--- src/rtl/qpt_pkg.sv ---
package qpt_pkg;

  typedef enum logic [2:0] {
    LD_IDLE,
    LD_CNT,
    LD_SPC,
    LD_RISE,
    LD_FALL,
    LD_REL
  } ld_state_t;

  // phase 0..3 to {A,B} Gray pattern
  function automatic logic [1:0] phase_to_ab(input logic [1:0] ph);
    return {ph[1], ph[1] ^ ph[0]};
  endfunction

endpackage

--- src/rtl/qpt_fifo.sv ---
module qpt_fifo #(
  parameter int W     = 16,
  parameter int DEPTH = 4
) (
  input  logic         clk,
  input  logic         rst_n,
  input  logic         in_valid,
  input  logic [W-1:0] in_data,
  output logic         in_ready,
  input  logic         pop,
  output logic [W-1:0] out_data,
  output logic         empty
);
  localparam int AW = $clog2(DEPTH);
  localparam logic [AW:0] FULL = DEPTH[AW:0];

  logic [W-1:0]  mem [DEPTH];
  logic [AW-1:0] wp_q, wp_d, rp_q, rp_d;
  logic [AW:0]   cnt_q, cnt_d;
  logic          push;

  assign in_ready = (cnt_q != FULL);
  assign empty    = (cnt_q == '0);
  assign push     = in_valid & in_ready;
  assign out_data = mem[rp_q];

  always_comb begin
    wp_d  = wp_q;
    rp_d  = rp_q;
    cnt_d = cnt_q;
    if (push) wp_d = wp_q + 1'b1;
    if (pop)  rp_d = rp_q + 1'b1;
    if (push && !pop) cnt_d = cnt_q + 1'b1;
    else if (pop && !push) cnt_d = cnt_q - 1'b1;
  end

  always_ff @(posedge clk or negedge rst_n) begin
    if (!rst_n) begin
      wp_q  <= '0;
      rp_q  <= '0;
      cnt_q <= '0;
    end else begin
      wp_q  <= wp_d;
      rp_q  <= rp_d;
      cnt_q <= cnt_d;
    end
  end

  always_ff @(posedge clk) begin
    if (push) mem[wp_q] <= in_data;
  end
endmodule

--- src/rtl/qpt_loader.sv ---
module qpt_loader
  import qpt_pkg::*;
#(
  parameter int W = 16
) (
  input  logic         clk,
  input  logic         rst_n,
  input  logic         f_empty,
  input  logic [W-1:0] f_data,
  input  logic         done,
  output logic         pop,
  output logic         halt,
  output logic         clr_iv,
  output logic         load_evt,
  output logic         start_load,
  output logic         zero_cnt,
  output logic         halt_latch,
  output logic [W-1:0] cfg_cnt,
  output logic [W-1:0] cfg_spc,
  output logic [W-1:0] cfg_rise,
  output logic [W-1:0] cfg_fall
);
  ld_state_t st_q, st_d;
  logic      latch_d;

  always_comb begin
    st_d       = st_q;
    pop        = 1'b0;
    start_load = 1'b0;
    unique case (st_q)
      LD_IDLE: if (!f_empty && done) begin
        start_load = 1'b1;
        st_d       = LD_CNT;
      end
      LD_CNT:  if (!f_empty) begin pop = 1'b1; st_d = LD_SPC;  end
      LD_SPC:  if (!f_empty) begin pop = 1'b1; st_d = LD_RISE; end
      LD_RISE: if (!f_empty) begin pop = 1'b1; st_d = LD_FALL; end
      LD_FALL: if (!f_empty) begin pop = 1'b1; st_d = LD_REL;  end
      LD_REL:  st_d = LD_IDLE;
      default: st_d = LD_IDLE;
    endcase
  end

  assign halt     = (st_q != LD_IDLE);
  assign clr_iv   = (st_q == LD_REL);
  assign load_evt = (st_q == LD_REL);
  assign zero_cnt = pop && (st_q == LD_CNT) && (f_data == '0);

  always_comb begin
    latch_d = halt_latch;
    if (start_load) latch_d = 1'b0;
    else if ((st_q == LD_REL) && done) latch_d = 1'b1;
  end

  always_ff @(posedge clk or negedge rst_n) begin
    if (!rst_n) begin
      st_q       <= LD_IDLE;
      halt_latch <= 1'b0;
      cfg_cnt    <= '0;
      cfg_spc    <= '0;
      cfg_rise   <= '0;
      cfg_fall   <= '0;
    end else begin
      st_q       <= st_d;
      halt_latch <= latch_d;
      if (pop && st_q == LD_CNT)  cfg_cnt  <= f_data;
      if (pop && st_q == LD_SPC)  cfg_spc  <= f_data;
      if (pop && st_q == LD_RISE) cfg_rise <= f_data;
      if (pop && st_q == LD_FALL) cfg_fall <= f_data;
    end
  end
endmodule

--- src/rtl/qpt_interval.sv ---
module qpt_interval #(
  parameter int W = 16
) (
  input  logic         clk,
  input  logic         rst_n,
  input  logic         run,
  input  logic         clr,
  input  logic [W-1:0] spacing,
  output logic         tick
);
  logic [W-1:0] cnt_q, cnt_d;
  logic         hit;

  assign hit  = (cnt_q == spacing);
  assign tick = run & hit;

  always_comb begin
    cnt_d = cnt_q;
    if (clr)      cnt_d = '0;
    else if (run) cnt_d = hit ? '0 : cnt_q + 1'b1;
  end

  always_ff @(posedge clk or negedge rst_n) begin
    if (!rst_n) cnt_q <= '0;
    else        cnt_q <= cnt_d;
  end
endmodule

--- src/rtl/qpt_edge.sv ---
module qpt_edge
  import qpt_pkg::*;
#(
  parameter int W = 16
) (
  input  logic         clk,
  input  logic         rst_n,
  input  logic         tick,
  input  logic         start_load,
  input  logic         zero_cnt,
  input  logic         dir,
  input  logic [W-1:0] cfg_cnt,
  input  logic [W-1:0] cfg_rise,
  input  logic [W-1:0] cfg_fall,
  output logic         done,
  output logic         qa,
  output logic         qb,
  output logic         qidx,
  output logic         move_evt
);
  localparam logic [W-1:0] NEVER = '1;

  logic [W-1:0] ecnt_q, ecnt_d, nxt;
  logic [1:0]   ph_q, ph_d;
  logic         done_d, done_prev, idx_d, last;

  assign nxt  = ecnt_q + 1'b1;
  assign last = tick && (nxt == cfg_cnt);

  always_comb begin
    ecnt_d = ecnt_q;
    done_d = done;
    ph_d   = ph_q;
    idx_d  = qidx;
    if (start_load) begin
      ecnt_d = '0;
      done_d = 1'b0;
      idx_d  = 1'b0;
    end else if (zero_cnt) begin
      done_d = 1'b1;
    end else if (tick) begin
      ph_d   = dir ? ph_q - 1'b1 : ph_q + 1'b1;
      ecnt_d = last ? '0 : nxt;
      if (last) done_d = 1'b1;
      if (nxt == cfg_fall) idx_d = 1'b0;
      else if (nxt == cfg_rise && cfg_rise != NEVER) idx_d = 1'b1;
    end
  end

  always_ff @(posedge clk or negedge rst_n) begin
    if (!rst_n) begin
      ecnt_q    <= '0;
      done      <= 1'b1;
      done_prev <= 1'b1;
      ph_q      <= '0;
      qidx      <= 1'b0;
    end else begin
      ecnt_q    <= ecnt_d;
      done      <= done_d;
      done_prev <= done;
      ph_q      <= ph_d;
      qidx      <= idx_d;
    end
  end

  assign {qa, qb}  = phase_to_ab(ph_q);
  assign move_evt  = done & ~done_prev;
endmodule

--- src/rtl/qpt_gen.sv ---
module qpt_gen #(
  parameter int W     = 16,
  parameter int DEPTH = 4
) (
  input  logic         clk,
  input  logic         rst_n,
  input  logic         cmd_valid,
  input  logic [W-1:0] cmd_data,
  output logic         cmd_ready,
  input  logic         dir,
  output logic         qa,
  output logic         qb,
  output logic         qidx,
  output logic         done,
  output logic         halt_latch,
  output logic         load_evt,
  output logic         move_evt
);
  logic         f_empty, pop, halt, clr_iv, start_load, zero_cnt, tick, run;
  logic [W-1:0] f_data, cfg_cnt, cfg_spc, cfg_rise, cfg_fall;

  assign run = ~halt & ~done;

  qpt_fifo #(.W(W), .DEPTH(DEPTH)) u_fifo (
    .clk(clk), .rst_n(rst_n), .in_valid(cmd_valid), .in_data(cmd_data),
    .in_ready(cmd_ready), .pop(pop), .out_data(f_data), .empty(f_empty)
  );

  qpt_loader #(.W(W)) u_load (
    .clk(clk), .rst_n(rst_n), .f_empty(f_empty), .f_data(f_data), .done(done),
    .pop(pop), .halt(halt), .clr_iv(clr_iv), .load_evt(load_evt),
    .start_load(start_load), .zero_cnt(zero_cnt), .halt_latch(halt_latch),
    .cfg_cnt(cfg_cnt), .cfg_spc(cfg_spc), .cfg_rise(cfg_rise), .cfg_fall(cfg_fall)
  );

  qpt_interval #(.W(W)) u_iv (
    .clk(clk), .rst_n(rst_n), .run(run), .clr(clr_iv), .spacing(cfg_spc),
    .tick(tick)
  );

  qpt_edge #(.W(W)) u_edge (
    .clk(clk), .rst_n(rst_n), .tick(tick), .start_load(start_load),
    .zero_cnt(zero_cnt), .dir(dir), .cfg_cnt(cfg_cnt), .cfg_rise(cfg_rise),
    .cfg_fall(cfg_fall), .done(done), .qa(qa), .qb(qb), .qidx(qidx),
    .move_evt(move_evt)
  );
endmodule

--- config.mk ---
export PLATFORM = sky130hd
export DESIGN_NAME = qpt_gen
export DESIGN_NICKNAME = d
export VERILOG_FILES = /design/src/rtl/qpt_pkg.sv /design/src/rtl/qpt_fifo.sv /design/src/rtl/qpt_loader.sv /design/src/rtl/qpt_interval.sv /design/src/rtl/qpt_edge.sv /design/src/rtl/qpt_gen.sv
export SDC_FILE = /design/constraint.sdc
export NUM_CORES = 1
export LEC_CHECK = 0
export ABC_AREA = 1
export BUFFER_PORTS_ARGS = -buffer_cell sky130_fd_sc_hd__buf_2
export CAP_MARGIN = 0
export CELL_PAD_IN_SITES_DETAIL_PLACEMENT = 1
export CELL_PAD_IN_SITES_GLOBAL_PLACEMENT = 1
export CORE_MARGIN = 8
export CORE_UTILIZATION = 48
export DETAILED_ROUTE_END_ITERATION = 10
export PLACE_DENSITY = 0.8
export SETUP_SLACK_MARGIN = 0.5
export SLEW_MARGIN = 20
export SYNTH_ARGS = -nofsm -noshare
export SYNTH_HDL_FRONTEND = slang
export SYNTH_HIERARCHICAL = 1
export SYNTH_SLANG_ARGS = --single-unit
--- constraint.sdc ---
create_clock -name clk -period 2.95 [get_ports clk]
set_input_delay 0 -clock clk [delete_from_list [all_inputs] [get_ports clk]]
set_output_delay 0 -clock clk [all_outputs]
set_load 0.03 [all_outputs]
; ---- Yosys cells after proc, flatten, opt, wreduce, memory -nomap -nowiden
; Memories as Yosys holds them, arrays and structs flattened.
; Index checks and enable logic that the tools add are counted.
[totals]
reg_bits = 112
mem_count = 1
input_bits = 20
output_inout_bits = 8
ramBits = 64
[memory_table]
columns = name, words, word_bits, rd, rd_ports_with_merged_regs, write_ports, line
row1 = u_fifo.mem, 4, 16, 1, 0, 1, qpt_fifo.sv:17  ; logic [W-1:0] mem [DEPTH];
[op_classes]
n_bitwise = 10
n_mux = 33
n_eq_ne = 17
addsub = 8
n_reduce_logical = 31
[op_table]
columns = cell, count
row1 = two-way mux 16 bit, 7
row2 = == test 16 bit, 4
row3 = adder 16 x 1 -> 16 bit (second input constant), 2
row4 = two-way mux 3 bit, 7
row5 = two-way mux 1 bit, 17
row6 = logical NOT 16 bit, 1
row7 = inequality test 16 bit (second input constant), 1
row8 = one-hot mux 3 bit (5 select lines), 1
row9 = nonzero test 3 bit, 4
row10 = logical AND 1 bit, 11
row11 = inequality test 2 bit (second input constant), 5
row12 = nonzero test 2 bit, 4
row13 = adder 2 x 1 -> 2 bit (second input constant), 3
row14 = == test 3 x 2 -> 1 bit (second input constant), 2
row15 = == test 3 bit (second input constant), 2
row16 = logical NOT 3 bit, 2
row17 = AND reduction 3 bit, 2
row18 = NOT 1 bit, 5
row19 = AND reduction 5 bit, 1
row20 = AND 1 bit, 4
row21 = AND reduction 2 bit, 2
row22 = OR reduction 4 bit, 1
row23 = adder 3 x 1 -> 3 bit (second input constant), 1
row24 = == test 3 x 1 -> 1 bit (second input constant), 1
row25 = other kinds (7), 9

; ---- Longest topological paths before layout
; Gate-level depths: netlist of run 1.
[logic_depth]
word_depth = 9
ltp_mapped = 22
depth_no_buf = 21

; ---- By module
; Netlist of run 1, hierarchy kept.
[by_module_without_submodules]
columns = mod, n_inst, seq_area_each_um2, cells_each, area_each_um2
row1 = qpt_fifo, 1, 2097.0, 239, 3219.3
row2 = qpt_loader, 1, 1701.6, 281, 3024.2
row3 = qpt_edge, 1, 528.0, 411, 2361.0
row4 = qpt_interval, 1, 400.4, 213, 1262.5
row5 = qpt_gen, 1, 0.0, 1, 3.8

; ---- Worst setup path before layout of run 1
; No wires, ideal clock.
[synth_timing]
path_kind = register to register
startpoint = reg u_fifo.rp_q[0]
endpoint = reg u_edge.qidx
setup_slack_ns = 0.659
path_stages_with_launch = 19
setup_ns = 0.120
t_arrival_ns = 2.170
path_cell_list = dfrtp_1 buf_6 buf_12 o211ai_2 nand2_2 inv_1 nand3_1 nor2_1 nand2_1 nor2_1 inv_1 a21oi_1 nor2_1 nand3_1 nor2_1 nand3_1 nor2_1 nand3_1 a21oi_1
[synth_between]
elab_chain_cells = 5
[synth_lines]
columns = element, line
row1 = from (decl), qpt_fifo.sv:18  ; logic [AW-1:0] wp_q, wp_d, rp_q, rp_d;
row2 = from (signal assigned), qpt_fifo.sv:44  ; rp_q <= rp_d;
row3 = memory (4 x 16 bit), n/a
row4 = named net f_data[14], qpt_gen.sv:20  ; logic [W-1:0] f_data, cfg_cnt, cfg_spc, cfg_rise, cfg_fall;
row5 = logical NOT 16 bit, qpt_loader.sv:47  ; assign zero_cnt = pop && (st_q == LD_CNT) && (f_data == '0);
row6 = logical AND 1 bit, qpt_loader.sv:47
row7 = named net zero_cnt, qpt_gen.sv:19  ; logic f_empty, pop, halt, clr_iv, start_load, zero_cnt, tick, run;
row8 = inequality test 2 bit (no source line), n/a
row9 = AND reduction 3 bit (no source line), n/a
row10 = to (signal assigned), qpt_edge.sv:62  ; qidx <= idx_d;
row11 = to (decl), qpt_edge.sv:18  ; output logic qidx,
; The timed path passes the listed nets, and every way through them passes these cells.
; A chain may end at the register's enable or synchronous reset.

; ---- Final worst setup path of run 1
[layout_timing]
startpoint = reg u_fifo.rp_q[0]
endpoint = reg u_edge.done
[layout_between]
elab_chain_cells = 5
elab_cells_between_ends = 8
classes_between = mux: 2 / reduce/logical: 5 / memory: 1
[layout_lines]
columns = element, line
row1 = memory (4 x 16 bit) *, n/a
row2 = named net f_data[0], qpt_gen.sv:20
row3 = logical NOT 16 bit *, qpt_loader.sv:47
row4 = logical AND 1 bit *, qpt_loader.sv:47
row5 = named net zero_cnt, qpt_gen.sv:19
row6 = nonzero test 3 bit (no source line) or two-way mux 1 bit (tied branches), n/a
row7 = AND reduction 2 bit (no source line) or two-way mux 1 bit (tied branches), n/a
row8 = to (signal assigned), qpt_edge.sv:59  ; done <= done_d;
row9 = to (decl), qpt_edge.sv:15  ; output logic done,
; The timed path passes the listed nets; every way through them passes the cells marked *.

==> results of run 1 <==
## cells in the mapped netlist, types with 10 or more instances
master and number:
nand2_1 351, inv_1 142, nor2_1 115, dfrtp_1 110
edfxtp_1 64, nand3_1 61, nand2_2 48, o21ai_2 48
o211ai_2 23, o21ai_1 17, xor2_1 17, buf_6 16
nand3b_1 13, o21ai_0 10
## state kept, by name, indices dropped and copies added (netlist names), 3 cells and up
signal           cells
u_load/cfg_fall     16
u_fifo/mem          64
u_fifo/cnt_q         3
u_load/cfg_rise     16
u_iv/cnt_q          16
u_load/cfg_spc      16
u_edge/ecnt_q       16
u_load/cfg_cnt      16
u_load/st_q          3
## cell families (layout without fill, tap and decap cells)
group / Yosys count / in the layout
AOI/OAI and AO/OA: 121 / 121
xor gates and xnor gates: 25 / 25
adders and majority gates: 8 / 8
buffers and inverters: 182 / 288
DFF: 176 / 176
and+or+nand+nor: 633 / 635
## critical path: cells and delay by family (launching register included)
kind | cells | cell delay, ns
compound gates | 2 | 0.33
buf+inv | 9 | 1.06
simple gates | 7 | 0.78
flops | 1 | 0.47
## where the power goes
| group | switching (uW) | internal (uW) | total (uW) |
|---|---|---|---|
| Clock | 1130 | 1150 | 2290 |
| Sequential | 112 | 2770 | 2880 |
| Combinational | 573 | 244 | 818 |
| Total | 1820 | 4170 | 5990 |
## per-layer routing
metal	share of wire	routed length [microns]	track usage
met1	0.43	12600	0.263
met2	0.52	15100	0.385
met3	0.028	826	0.0344
met4	0.022	648	0.0759
met5	0	0	0
## repair_timing
| action | CTS | global route |
|---|---|---|
| pin swaps | 6 | 43 |
| setup endpoints to repair | 18 | 20 |
| gates cloned | 5 | 4 |
| gates resized for setup | 29 | 50 |
| buffers inserted | 13 | 20 |
| hold endpoints to repair | 125 | 0 |
| hold buffers | 19 | 0 |
## through the flow
step | cell area [sq um] | hold WS [ns]
5_1_grt | 11600 | 0.298
6_report | 11600 | 0.214
4_1_cts | 11300 | 0.209
3_5_place_dp | 10200 | 0.133
2_1_floorplan | 9870 | -0.296
3_3_place_gp | 10200 | 0.132
## how the worst max path moves through the flow
stage | from | to | slack (ns) | cells after the start
floorplan | u_fifo/rp_q[0]$_DFFE_PN0P_ | u_edge/qidx$_DFFE_PN0P_ | 0.66 | 18
global placement | u_load/st_q[1]$_DFFE_PN0P_ | u_edge/ecnt_q[10]$_DFFE_PN0P_ | 0.47 | 16
detailed placement | u_load/st_q[1]$_DFFE_PN0P_ | u_edge/ecnt_q[5]$_DFFE_PN0P_ | 0.39 | 16
CTS | u_fifo/rp_q[0]$_DFFE_PN0P_ | u_edge/qidx$_DFFE_PN0P_ | 0.47 | 22
global route | u_fifo/rp_q[0]$_DFFE_PN0P_ | u_edge/qidx$_DFFE_PN0P_ | 0.16 | 21
finish | u_fifo/rp_q[0]$_DFFE_PN0P_ | u_edge/done$_DFFE_PN1P_ | 0.24 | 18
## final cells by class
cell class / count / area [sq um]
Sequential cell: 176 / 4740
Clock inverter: 15 / 179
Clock buffer: 17 / 425
Fill cell: 2343 / 8590
Tap cell: 270 / 338
Inverter: 151 / 579
Multi-Input combinational cell: 789 / 4410
Timing Repair Buffer: 105 / 973
==> results.ini, run 1 <==
[run_status]
status=finished, final reports clean

[critical_path]
worstSetupStartpointType=register
r2r_cells=18
r2r_slack_ns=0.24
reg2reg_to=u_edge/done$_DFFE_PN1P_
cp_common_cell=buf_4
path_max_fanout=15
crit_required_ns=3.32
slowest_delay_ns=0.47
crit_type=register to register
endpoint_kind=register
r2r-start=u_fifo/rp_q[0]$_DFFE_PN0P_
cp.arrival_ns=3.08
cp_cell_sequence=buf_12 > buf_16 > o211ai_2 > nand2_2 > nor2_2 > nand3_2 > nor2_1 > nand2_2 > nor2_4 > buf_4 > buf_4 > buf_4 > buf_4 > buf_4 > buf_4 > buf_4 > nor2_1 > a21oi_2
cpMaxStageDelayCell=dfrtp_2

[synth]
yosys.area_share.xor_xnor=0.0229
muxShareOfSynthArea=0
async_reset_ff_frac=0.636
synth_area_leaders=dfrtp_1, edfxtp_1, nand2_1
synth_area_per_cell_sq_um=8.62
ys_ff_latch=176
synth_ff_type=dfrtp_1
synthesis.area_sq_um=9870
synth_area_leader_cell=dfrtp_1
synth_nets=1173
synth_top_cell_area_share=0.279
synth.distinct_cells=45
synth_top_family_by_area=simple AND/OR/NAND/NOR gates
yosys.area_share.simple=0.292
ys_seq_area_frac=0.479
syn_inst=1145
synth-edff-count=64
synth_compound_area_frac=0.101
ys_warn_count=6
synthAdderAreaFrac=0.0109

[clocking]
cts_made_buffers=17
clock_path_buffers=2
clkLatencyLatePin_ns=0.44
cts_tree=done
cts-root-buf=clkbuf_16
htree_levels=4
path_clk_slew_ns=0.08
cts_sinks=176

[timing]
hold_violations=0
fmax_mhz=369
finClkSkew_ns=0.0196
setup_viol=0
tightest_slew_ns=0.847
tns_ns=0
fin_ws_ns=0.239
drv_slew=0
period_needed_ns=2.71
rsz0062_at_grt=true
slew_headroom=0.435
fin_crit_sh=0.919

[route]
routed_wl_microns=29200
wire_per_inst_microns=19.1
via_per_inst=5.29
dr.pass1.iters=7
vias=8060
drt_iter0_markers=616
drc=0
ant_nets=0

[placed_design]
gp_congestion=0.843
portBuffers=27
placed_cells=1430
dp_hpwl_microns=17900
place_worst_setup_slack_ns=0.395

[power_and_ir_drop]
power-per-cell-area_nw_per_um2=514
peakVddDrop_mv=0.432
p_total_uw=5990
power_leakage_uw=0.00526

[floorplanning]
die_w_microns=159
die_y_microns=159
dieArea_sq_um=25400
rows=52
top_level_ports=28
start_util=0.488
core_sq_um=20200

[global_route]
grt_pass1_vias=8380
antenna_found_initial=0
grt_max_degree=61
grtUsageTotal=0.217
grt_pass1_wl_microns=44100
globalRouteOverflowTotal=0

[hold_path]
hold_path.class=primary input to asynchronous set/reset pin

[cells_and_area]
syn_to_final_growth_pct=17.9
final_core_util=0.575
antennaDiodeCount=0
mostFrequentLayoutCell=nand2_1
nNetsFinal=1268
drive_gt1_frac=0.275
mostFrequentLayoutCells=nand2_1, inv_1, nor2_1
fin_cells=1523

[flow_run]
drv_cap=0

No activity file was read; power rests on OpenSTA's default activity.
==> inputs of run 2 (changes only) <==
Settings changed: CORE_MARGIN 8 to not set.
==> results.ini, run 2 (synthesized netlist as in run 1, its figures left out) <==
[run_status]
status=finished, final reports clean

[clocking]
path_clk_slew_ns=0.09
htree_levels=4
clkLatencyLatePin_ns=0.45
clock_path_buffers=2
cts-root-buf=clkbuf_16
cts_tree=done
cts_made_buffers=17
cts_sinks=176

[global_route]
antenna_found_initial=0
grtUsageMet3=0.0408
grt-busiest-layer=met2
gr-usage-met2=0.475
grt_pass1_wl_microns=43900
grt_pass1_vias=8163
use_met1=0.342
grtUsageTotal=0.267
globalRouteOverflowTotal=0
grt_max_degree=52

[timing]
hold_violations=0
finClkSkew_ns=0.0193
drv_slew=0
tns_ns=0
setup_viol=0
slew_headroom=0.530
fmax_mhz=404
period_needed_ns=2.47
tightest_slew_ns=0.705
fin_crit_sh=0.838
rsz0062_at_grt=true

[cells_and_area]
drive_gt1_frac=0.256
largest_reg_flops=64
nNetsFinal=1250
largest-register=u_fifo/mem
syn_to_final_growth_pct=15.0
antennaDiodeCount=0
mostFrequentLayoutCells=nand2_1, inv_1, nor2_1
mostFrequentLayoutCell=nand2_1
fin_cells=1505

[critical_path]
path_max_fanout=18
crit_required_ns=3.31
worstSetupStartpointType=register
crit_start=u_fifo/rp_q[0]$_DFFE_PN0P_
cp_top_family=simple AND/OR/NAND/NOR gates
slowest_delay_ns=0.48
cpMaxStageDelayCell=dfrtp_2
cp_cell_sequence=buf_12 > o211ai_1 > nand2_2 > inv_2 > nand3_1 > nor2_2 > nand2_1 > nor2_2 > inv_1 > nand2_1 > nor2_1 > nand3_1 > nor2_1 > nand3_1 > nor2_1 > nand2_1 > nor2_1 > nand3_1 > nand2_1 > a21oi_1
r2r-start=u_fifo/rp_q[0]$_DFFE_PN0P_
endpoint_kind=register
crit_type=register to register
cp.arrival_ns=2.83
crit_buf_inv=3

[route]
dr.pass1.iters=5
vias=7848
drt_iter0_markers=458
drc=0
wire_per_inst_microns=18.0
via_per_inst=5.21
routed_wl_microns=27200
ant_nets=0

[floorplanning]
rows=52
dieArea_sq_um=21100
core_sq_um=20200
top_level_ports=28
start_util=0.489
die_w_microns=145
die_y_microns=145

[power_and_ir_drop]
p_total_uw=6010
power-per-cell-area_nw_per_um2=529
power_leakage_uw=0.00510
peakVddDrop_mv=0.471

[placed_design]
gp_congestion=0.836
dp_hpwl_microns=18100
placed_cells=1426
portBuffers=27

[flow_run]
drv_cap=0

[hold_path]
hold_path.class=primary input to asynchronous set/reset pin

-- run 2: worst register-to-register path: cells and delay by family, from the launching register on --
kind	cells	cell delay (ns)
flip-flops	1	0.48
AO/OA/AOI/OAI	2	0.38
buffers and inverters	3	0.40
AND/OR/NAND/NOR	15	1.11
-- run 2: routing by layer --
layer  wire length, microns  vias up  part of all wire
li1                       -     3787                 -
met1                  11800     3918              0.44
met2                  14200      118              0.52
met3                    760       25             0.028
met4                    394        0             0.015
met5                      0        -                 0
-- run 2: worst paths after layout --
kind / depth (start not counted) / slack (ns) / endpoint
max: 20 / 0.48 / u_edge/qidx$_DFFE_PN0P_
min: 2 / 0.08 / u_fifo/cnt_q[1]$_DFFE_PN0P_
max reg2reg: 20 / 0.48 / u_edge/qidx$_DFFE_PN0P_
min reg2reg: 0 / 0.45 / u_edge/done_prev$_DFF_PN1_
max in group asynchronous: 3 / 2.02 / u_edge/done$_DFFE_PN1P_
min in group clk: 2 / 0.31 / u_fifo/mem[0][5]$_DFFE_PP_
-- run 2: final cells by class --
type | count | area [sq um]
Sequential cell | 176 | 4740
Clock inverter | 15 | 195
Timing Repair Buffer | 89 | 747
Fill cell | 2360 | 8810
Inverter | 151 | 586
Tap cell | 270 | 338
Clock buffer | 17 | 425
Multi-Input combinational cell | 787 | 4330
-- run 2: report_power, final --
part	leakage (uW)	internal [uW]	total, uW	switching [uW]
combinational	0.00270	222	775	553
sequential	0.00210	2770	2880	116
clock	0.000298	1170	2350	1180
total	0.00510	4160	6010	1850
-- run 2: metrics by stage --
stage	utilization	hold WS, ns	setup slack [ns]	instance area, sq um
floorplan	-	-0.296	0.659	9870
global placement	0.502	0.0209	0.270	10100
detailed placement	0.502	0.0330	0.193	10100
CTS	0.554	0.104	0.500	11200
global route	0.563	0.130	0.268	11400
finish	0.563	0.0846	0.477	11400
-- run 2: timing repair --
action / in CTS / in global routing
endpoints found under the setup margin: 22 / 21
setup buffers: 22 / 4
cloned: 0 / 2
resized for setup: 22 / 41
pin swaps: 5 / 22
endpoints found under the hold margin: 103 / 0
hold buffers: 19 / 0
